**config.mk**
```make
export PLATFORM = sky130hd
export DESIGN_NAME = txbuf_irq_ctrl
export DESIGN_NICKNAME = d
export VERILOG_FILES = /design/src/rtl/txbuf_pkg.sv /design/src/rtl/txbuf_hold.sv /design/src/rtl/txbuf_crc_guard.sv /design/src/rtl/txbuf_irq_flag.sv /design/src/rtl/txbuf_irq_ctrl.sv
export SDC_FILE = /design/constraint.sdc
export NUM_CORES = 1
export LEC_CHECK = 0
export BUFFER_PORTS_ARGS = -buffer_cell sky130_fd_sc_hd__buf_4
export CORE_AREA = 10 10 47 49
export DETAILED_ROUTE_END_ITERATION = 10
export DIE_AREA = 0 0 57 59
export GPL_ROUTABILITY_DRIVEN = 1
export PLACE_DENSITY = 0.84
export RECOVER_POWER = 25
export SYNTH_ARGS = -nofsm -noshare
export SYNTH_HDL_FRONTEND = slang
export SYNTH_SLANG_ARGS = --single-unit
```
**constraint.sdc**
```tcl
create_clock -name clk -period 1.6 [get_ports clk]
set_clock_uncertainty 0.2 [all_clocks]
set_input_delay 0.32 -clock clk [delete_from_list [all_inputs] [get_ports clk]]
set_output_delay 0.32 -clock clk [all_outputs]
set_load 0.05 [all_outputs]
```
**src/rtl/txbuf_pkg.sv**
```systemverilog
package txbuf_pkg;

  // Next value of the pending flag: a set event takes priority over a clear.
  function automatic logic ip_next(input logic cur, input logic set_evt, input logic clr_evt);
    if (set_evt)      return 1'b1;
    else if (clr_evt) return 1'b0;
    else              return cur;
  endfunction

  // A write counts as late from the first check-sum load up to, but not
  // including, the frame-end cycle.
  function automatic logic in_crc_window(input logic win_q, input logic first_evt, input logic end_evt);
    return (win_q | first_evt) & ~end_evt;
  endfunction

  // Next value of the slot-free bit.
  function automatic logic empty_next(input logic cur, input logic wr, input logic load);
    if (wr)        return 1'b0;
    else if (load) return 1'b1;
    else           return cur;
  endfunction

endpackage

```
**src/rtl/txbuf_hold.sv**
```systemverilog
module txbuf_hold
  import txbuf_pkg::*;
#(
  parameter int DATA_W = 8
) (
  input  logic              clk,
  input  logic              rst_n,
  input  logic              sync_clr,
  input  logic              wr,
  input  logic [DATA_W-1:0] wr_data,
  input  logic              sr_ready,
  output logic              empty,
  output logic [DATA_W-1:0] data,
  output logic              load_evt,
  output logic              drain_evt
);

  logic              empty_q;
  logic [DATA_W-1:0] data_q;

  assign load_evt  = sr_ready & ~empty_q;
  assign drain_evt = load_evt & ~wr;
  assign empty     = empty_q;
  assign data      = data_q;

  always_ff @(posedge clk or negedge rst_n) begin
    if (!rst_n) begin
      empty_q <= 1'b1;
    end else if (sync_clr) begin
      empty_q <= 1'b1;
    end else begin
      empty_q <= empty_next(empty_q, wr, load_evt);
    end
  end

  always_ff @(posedge clk or negedge rst_n) begin
    if (!rst_n) begin
      data_q <= '0;
    end else if (wr) begin
      data_q <= wr_data;
    end
  end

endmodule

```
**src/rtl/txbuf_crc_guard.sv**
```systemverilog
module txbuf_crc_guard
  import txbuf_pkg::*;
(
  input  logic clk,
  input  logic rst_n,
  input  logic sync_clr,
  input  logic sync_mode,
  input  logic first_load,
  input  logic crc_end,
  input  logic wr,
  output logic frame_end_evt,
  output logic window_open,
  output logic overrun_hit,
  output logic overrun
);

  logic win_q;
  logic ovr_q;
  logic first_s;

  assign first_s       = first_load & sync_mode;
  assign frame_end_evt = crc_end & sync_mode;
  assign window_open   = in_crc_window(win_q, first_s, frame_end_evt);
  assign overrun_hit   = wr & window_open;
  assign overrun       = ovr_q;

  always_ff @(posedge clk or negedge rst_n) begin
    if (!rst_n) begin
      win_q <= 1'b0;
    end else if (sync_clr || frame_end_evt) begin
      win_q <= 1'b0;
    end else if (first_s) begin
      win_q <= 1'b1;
    end
  end

  always_ff @(posedge clk or negedge rst_n) begin
    if (!rst_n) begin
      ovr_q <= 1'b0;
    end else if (sync_clr) begin
      ovr_q <= 1'b0;
    end else if (overrun_hit) begin
      ovr_q <= 1'b1;
    end
  end

endmodule

```
**src/rtl/txbuf_irq_flag.sv**
```systemverilog
module txbuf_irq_flag
  import txbuf_pkg::*;
(
  input  logic clk,
  input  logic rst_n,
  input  logic sync_clr,
  input  logic tx_ie,
  input  logic mie,
  input  logic drain_evt,
  input  logic frame_end_evt,
  input  logic wr,
  input  logic clr_cmd,
  output logic set_evt,
  output logic ip,
  output logic irq
);

  logic ip_q;

  assign set_evt = tx_ie & ~wr & (drain_evt | frame_end_evt);
  assign ip      = ip_q;
  assign irq     = ip_q & tx_ie & mie;

  always_ff @(posedge clk or negedge rst_n) begin
    if (!rst_n) begin
      ip_q <= 1'b0;
    end else if (sync_clr) begin
      ip_q <= 1'b0;
    end else begin
      ip_q <= ip_next(ip_q, set_evt, wr | clr_cmd);
    end
  end

endmodule

```
**src/rtl/txbuf_irq_ctrl.sv**
```systemverilog
module txbuf_irq_ctrl #(
  parameter int DATA_W = 8
) (
  input  logic              clk,
  input  logic              rst_n,
  input  logic              soft_hw_rst,
  input  logic              chan_rst,
  input  logic              sync_mode,
  input  logic              cpu_wr,
  input  logic [DATA_W-1:0] cpu_data,
  input  logic              tx_ie,
  input  logic              mie,
  input  logic              rst_txint_cmd,
  input  logic              sr_ready,
  output logic              sr_load,
  output logic [DATA_W-1:0] sr_data,
  input  logic              crc_first_load,
  input  logic              crc_end,
  output logic              buf_empty,
  output logic              tx_ip,
  output logic              tx_irq,
  output logic              crc_overrun
);

  // Internal events, named so the bound checker can see them.
  logic sync_clr;
  logic drain_evt;
  logic frame_end_evt;
  logic window_open;
  logic overrun_hit;
  logic ip_set_evt;

  assign sync_clr = soft_hw_rst | chan_rst;

  txbuf_hold #(.DATA_W(DATA_W)) hold_i (
    .clk       (clk),
    .rst_n     (rst_n),
    .sync_clr  (sync_clr),
    .wr        (cpu_wr),
    .wr_data   (cpu_data),
    .sr_ready  (sr_ready),
    .empty     (buf_empty),
    .data      (sr_data),
    .load_evt  (sr_load),
    .drain_evt (drain_evt)
  );

  txbuf_crc_guard guard_i (
    .clk           (clk),
    .rst_n         (rst_n),
    .sync_clr      (sync_clr),
    .sync_mode     (sync_mode),
    .first_load    (crc_first_load),
    .crc_end       (crc_end),
    .wr            (cpu_wr),
    .frame_end_evt (frame_end_evt),
    .window_open   (window_open),
    .overrun_hit   (overrun_hit),
    .overrun       (crc_overrun)
  );

  txbuf_irq_flag flag_i (
    .clk           (clk),
    .rst_n         (rst_n),
    .sync_clr      (sync_clr),
    .tx_ie         (tx_ie),
    .mie           (mie),
    .drain_evt     (drain_evt),
    .frame_end_evt (frame_end_evt),
    .wr            (cpu_wr),
    .clr_cmd       (rst_txint_cmd),
    .set_evt       (ip_set_evt),
    .ip            (tx_ip),
    .irq           (tx_irq)
  );

endmodule

```
---- After elaboration in Yosys (flattened, before gate mapping) ----
Cells that the tools add are included.
W data, S select, Z words.
cells by class
  multiplexer cells ....................... 10
  reduce and logical (&&, ||, !) cells .... 5
  bitwise logic cells ..................... 17
operator list
  operator            number
  $and A1 B1 Y1       10
  $mux W1             10
  $reduce_bool A3 Y1  2
  $or A1 B1 Y1        4
  $reduce_bool A2 Y1  2
  $not A1 Y1          3
  $logic_or A1 B1 Y1  1
storage, ports and cells
  input port bits ......................... 20
  bits in registers ....................... 12
  output and inout port bits .............. 13

---- Logic depth before layout (Yosys ltp) ----
Gate-level depths: netlist of run 1.
  depth in word-level cells ............... 7
  depth in mapped cells ................... 3

---- By module ----
A second synthesis of run 1 with hierarchy kept.
unflattened totals
  cells, all modules ...................... 40
  area total of the unflattened synthesis .. 573.0 µm²
modules (own cells, without submodules)
  module           area each (µm²)  cells an instance  sequential area each (µm²)  times used
  txbuf_hold       384.1            22                 226.5                       1
  txbuf_crc_guard  117.6            11                 50.0                        1
  txbuf_irq_flag   65.1             6                  25.0                        1
  txbuf_irq_ctrl   6.3              1                  0.0                         1

---- Worst setup path after synthesis of run 1 ----
No wires, ideal clock.
  kind .................................... reg-to-output
  from .................................... register flag_i.ip_q (netlist: flag_i.ip)
  to ...................................... output port tx_irq
  arrival ................................. 1,153 ps
  stages on the path, launching flop included .. 2
  path buffers ............................ 0
  setup slack ............................. -73 ps
  path through ............................ dfrtp_1 and3_1
between the ends
  cells in the longest elaborated chain, start to end .. 2
RTL lines
  what                        RTL line              text
  start: declaration          txbuf_irq_flag.sv:18  logic ip_q;
  start signal: assignment    txbuf_irq_flag.sv:30  ip_q <= ip_next(ip_q, set_evt, wr | clr_cmd);
  $and A1 B1 Y1 (2 in a row)  txbuf_irq_flag.sv:22  assign irq = ip_q & tx_ie & mie;
  end: declaration            txbuf_irq_ctrl.sv:21  output logic tx_irq,
Every way passes these cells.

---- Worst setup path in the final report of run 1 ----
Same ends and word-level chain as after synthesis.

==> out/metrics.cfg, run 1 <==
[outcome]
status = complete, no violations

[global_routing]
overflow = 0
grt_pass1_vias = 468
grt_max_degree = 13
antenna_found_initial = 0
grt_usage_pct = 7.399
grt_pass1_wl_um = 1973

[critical_path]
r2r_cells = 3
cp.arrival_ns = 1.03
critPathLaunchType = flop
cp-end-kind = output port
cp_max_fo = 3
crit_path_top_delay_cell = dfrtp_1
crit_type = flop to output port
critPathTopFamily = flip-flops
cp.required_ns = 1.08
cp.depth = 2
path_cells = and3_2 -> buf_4
path_buf_inv = 1
cpPeakStageDelay_ns = 0.39

[placed_design]
pre_cts_ws_ns = 0.2793
hpwl_um = 1078
dp_cells = 80
dpl_cell_area_um2 = 752.0
portBuffers = 32
gp_congestion = 0.6965

[cells_and_area]
fillers = 147
layout_common_cells = 30 x buf_4, 11 x dfrtp_1, 8 x mux2_2
layout_commonest_cell = buf_4
utilization_pct = 56.25
multi_input_area_um2 = 190.2
syn2layout_area_growth_pct = 57.11
nets = 90
diodes = 0
instances_no_fill = 85
drive_gt1_share_pct = 71.01
seqCellArea_um2 = 301.5
design_area_um2 = 788.3

[sta]
period_minus_slack_ns = 1.551
max_clock_freq_mhz = 644.9
drv_slew = 0
period_share_pct = 96.91
setup_viol = 0
max_slew_margin_pct = 58.45
setup_ws_ns = 0.04936
worst_slew_pin_slew_ns = 0.6232
fin_setup_tns_ns = 0
grt_setup_unrepaired = false
hold_violations = 0
hold_slack_ns = 0.02597

[logic_synthesis]
ys.warnings.count = 0
netlist_area_um2 = 501.7
ys_seq_area_share_pct = 60.10
synth_area_per_cell_um2 = 15.20
syn-num-nets = 53
synth_cells = 33
yosys_register_bits = 12
ys_types = 15

[die]
fp.dieW_um = 57
core_um2 = 1401
dieArea_um2 = 3363
fp.dieH_um = 59
io_pins = 33
initial_core_util_pct = 35.80
fp-row-count = 14

[routing]
drc_errors = 0
vias = 410
wl_um = 1257
wl_per_cell_um = 14.79
drt_iter0_markers = 0
vias_per_cell = 4.824
ant_nets = 0
first_pass_iters = 1

[clock_network]
clock_latency_ns = 0.26
cts_buffers = 3
cts_setup_buffers = 0
clk_pin_slew_ns = 0.07
clock_sinks = 12
cts-root-buf = clkbuf_4
cts_max_level = 1
clk_path_buf_depth = 2
cts_tree = done

[run]
drv_cap = 0

[hold_path]
min_path_type = primary input to flop
min_path_cells = 2

[power_and_ir_drop]
power_mw = 0.7322
power_density_nw_per_um2 = 928.9
ir_drop_v = 0.0005388
leakagePower_nw = 0.3786

## report_power, final
part           leakage [nW]  switching, mW  internal [mW]
Sequential            0.146         0.0123          0.327
Combinational         0.218          0.122         0.0842
Clock                0.0150         0.0899         0.0963
Total                 0.379          0.225          0.508
## per-layer routing
metal / wire length, um / vias up / track usage [%]
li1: - / 191 / -
met1: 424 / 193 / 7.143
met2: 618 / 26 / 11.47
met3: 214 / 0 / 6.009
met4: 0 / 0 / 3.020
met5: 0 / - / 0
## Yosys cell counts, drive strengths merged
cell type | number | area share [%]
dfrtp | 11 | 55
and3 | 1 | 1.2
nor2b | 1 | 2.7
nor2 | 2 | 1.5
nor4 | 1 | 2.5
buf | 1 | 2.2
a22o | 1 | 1.7
mux2 | 8 | 18
o21ai | 2 | 2.7
dfstp | 1 | 5.2
a21oi | 1 | 1.0
a2111oi | 1 | 3.0
and2 | 1 | 1.7
or2b | 1 | 1.5
## kinds of logic (layout without fill, tap and decap cells)
| logic type | Yosys count | count (layout) | share of synthesized area (%) |
|---|---|---|---|
| simple gates | 7 | 7 | 11.22 |
| buf+inv | 1 | 37 | 2.244 |
| mux | 8 | 8 | 17.96 |
| compound gates | 5 | 5 | 8.477 |
| flops | 12 | 12 | 60.10 |
## final timing paths
| check | startpoint | to | slack [ns] |
|---|---|---|---|
| worst max-delay path | flag_i.ip | tx_irq | 0.05 |
| worst min-delay path | soft_hw_rst | flag_i.ip | 0.03 |
| worst max register to register | hold_i.empty | flag_i.ip | 0.36 |
| worst min register to register | hold_i.data[2] | hold_i.data[2] | 0.31 |
| max in group asynchronous | rst_n | guard_i.overrun | 0.42 |
| min in group asynchronous | rst_n | hold_i.data[0] | 0.37 |
## what timing repair did
action                                 CTS  global route
hold buffers                             1             0
gates resized for setup                  0             1
endpoints found under the hold margin   12             0
setup endpoints to repair                0             1
## state kept, by name (all words and copies together), names as in the netlist
signal           flops
guard_i.overrun      1
flag_i.ip            1
hold_i.empty         1
hold_i.data          8
guard_i.win_q        1
## final cells by class
class	count	share of cell area [%]
clock buffers	4	3.333
well taps	16	2.540
repair buffers	33	31.75
flip-flops and latches	12	38.25
multi-input cells	20	24.13
Note: power is estimated with default switching activity, not from simulation.
==> run 2: changes to the inputs <==
- CORE_AREA: 10 10 47 49 -> unset
- CORE_MARGIN: unset -> 10
- CORE_UTILIZATION: unset -> 35
- DIE_AREA: 0 0 57 59 -> unset
- PLACE_DENSITY: 0.84 -> 0.82
- clock period: 1.6 -> 1.3 ns (I/O delays scaled with it)
==> out/metrics.cfg, run 2 (same netlist as run 1, synthesis figures left out) <==
[outcome]
status = complete, but fails checks
failed_checks = negative hold slack, negative setup slack

[cells_and_area]
layout_commonest_cell = buf_4
syn2layout_area_growth_pct = 73.82
largest_reg_flops = 8  ; unchanged
layout_common_cells = 19 x buf_4, 11 x buf_6, 10 x dfrtp_1
nets = 91  ; +1.1%
drive_gt1_share_pct = 72.86  ; +1.8 points
utilization_pct = 65.38  ; +9.1 points
fillers = 88  ; -40%
diodes = 0  ; unchanged
design_area_um2 = 872.1  ; +11%

[routing]
vias_per_cell = 4.894  ; +1.5%
drt_iter0_markers = 1  ; +1
ant_nets = 0  ; unchanged
vias = 416  ; +1.5%
met1Wirelength_um = 522  ; +23%
drc_errors = 0  ; unchanged
wl_met2_um = 617  ; -0.16%
first_pass_iters = 2  ; +1
wl_met3_um = 188  ; -12%
wl_per_cell_um = 15.62  ; +5.6%
highest-signal-layer = met3
wl_um = 1328  ; +5.6%

[die]
core_um2 = 1334  ; -4.8%
dieArea_um2 = 3348  ; -0.45%
fp-row-count = 13  ; -1
fp.dieH_um = 57.86  ; -1.9%
fp.dieW_um = 57.86  ; +1.5%
initial_core_util_pct = 37.62  ; +1.8 points
io_pins = 33  ; unchanged

[critical_path]
critPathLaunchType = flop
r2r-end = flag_i.ip
rr_startpoint = hold_i.empty
cp.arrival_ns = 1.04  ; about the same
cp.required_ns = 0.84  ; -0.24 ns
crit_type = flop to output port
critPathLaunch = hold_i.empty
r2r_setup_slack_ns = -0.04  ; -0.40 ns
r2r_cells = 4  ; +1
cp-end-kind = output port
cp_max_fo = 3  ; unchanged

[clock_network]
cts_max_level = 1  ; unchanged
clock_sinks = 12  ; unchanged
clk_path_buf_depth = 2  ; unchanged
cts_hold_buf = 3  ; +2
clk_pin_slew_ns = 0.07  ; about the same
cts_tree = done
cts-root-buf = clkbuf_4
clock_latency_ns = 0.26  ; about the same
cts_buffers = 3  ; unchanged

[global_routing]
overflow = 0  ; unchanged
antenna_found_initial = 0  ; unchanged
grt_pass1_vias = 473  ; +1.1%
grt_pass1_wl_um = 2173  ; +10%
grt_usage_pct = 8.146  ; +0.75 points
grt_max_degree = 13  ; unchanged

[power_and_ir_drop]
power_mw = 0.9399  ; +28%
power_density_nw_per_um2 = 1078  ; +16%
leakagePower_nw = 0.3979  ; +5.1%
ir_drop_v = 0.0006231  ; +16%

[sta]
worst_slew_pin_slew_ns = 0.6399  ; +0.01668 ns
max_clock_freq_mhz = 667.0
fin_setup_tns_ns = -0.5583  ; -0.5583 ns
drv_slew = 0  ; unchanged
period_share_pct = 115.3
setup_viol = 5  ; +5
hold_violations = 2  ; +2
period_minus_slack_ns = 1.499
hold_slack_ns = -0.02703  ; -0.05301 ns
grt_setup_unrepaired = true
max_slew_margin_pct = 57.34  ; -1.1 points
setup_ws_ns = -0.1993  ; -0.2487 ns

[run]
drv_cap = 0  ; unchanged

[hold_path]
worstHoldEndpoint = flag_i.ip
min_path_type = primary input to flop
min_path_cells = 2  ; unchanged
hp-start = soft_hw_rst

[placed_design]
portBuffers = 32  ; unchanged
gp_congestion = 0.7311  ; +5.0%
dpl_cell_area_um2 = 752.0  ; unchanged

[run 2: cell count changes in the layout (fill, tap and decap cells not counted), sizes merged]
cell	delta
buf	+1
[run 2: repair_timing]
item,in CTS,in global routing
setup endpoints to repair,13,16
setup buffers,1,1
gates cloned,0,0
pin swaps,1,4
resized for setup,15,3
endpoints found under the hold margin,14,2
[run 2: how the worst max path moves through the flow]
stage / to / slack, ns / cells past startpoint
after floorplan: flag_i.ip / -0.16 / 3
after global placement: flag_i.ip / 0.06 / 3
after detailed placement: flag_i.ip / 0.05 / 3
after CTS: sr_load / -0.21 / 2
after global routing: sr_load / -0.25 / 2
final: sr_load / -0.20 / 2
[run 2: routing by layer]
| metal | GRT usage (%) | up-vias |
|---|---|---|
| li1 | - | 191 |
| met2 | 12.27 | 25 |
| met4 | 2.013 | 0 |
| met1 | 8.260 | 200 |
| met5 | 0 | - |
| met3 | 7.190 | 0 |
[run 2: power breakdown]
| part | switching [mW] | leakage (nW) | internal, mW | total, mW |
|---|---|---|---|---|
| registers | 0.0202 | 0.144 | 0.403 | 0.423 |
| logic | 0.156 | 0.239 | 0.125 | 0.281 |
| clock network | 0.118 | 0.0150 | 0.119 | 0.236 |
[run 2: worst max-delay path: stages (launching register included)]
cell and delay (ns):
dfstp_2 0.58, nor2b_4 0.05, buf_8 0.14
[run 2: cell type report]
cell class                 instances  area, um2  share of cell area [%]
timing repair buffer              34      310.3                   35.58
sequential                        12      302.8                   34.72
multi-input combinational         20      214.0                   24.53
tap                               15      18.77                   2.152
clock buffer                       4      26.28                   3.013
[run 2: per-stage QoR]
stage | setup WS, ns | instances
after global routing | -0.2464 | 85
after detailed placement | 0.05171 | 79
final | -0.1993 | 85
after CTS | -0.2059 | 87
after global placement | 0.06475 | 79
after floorplan | -0.1647 | 33
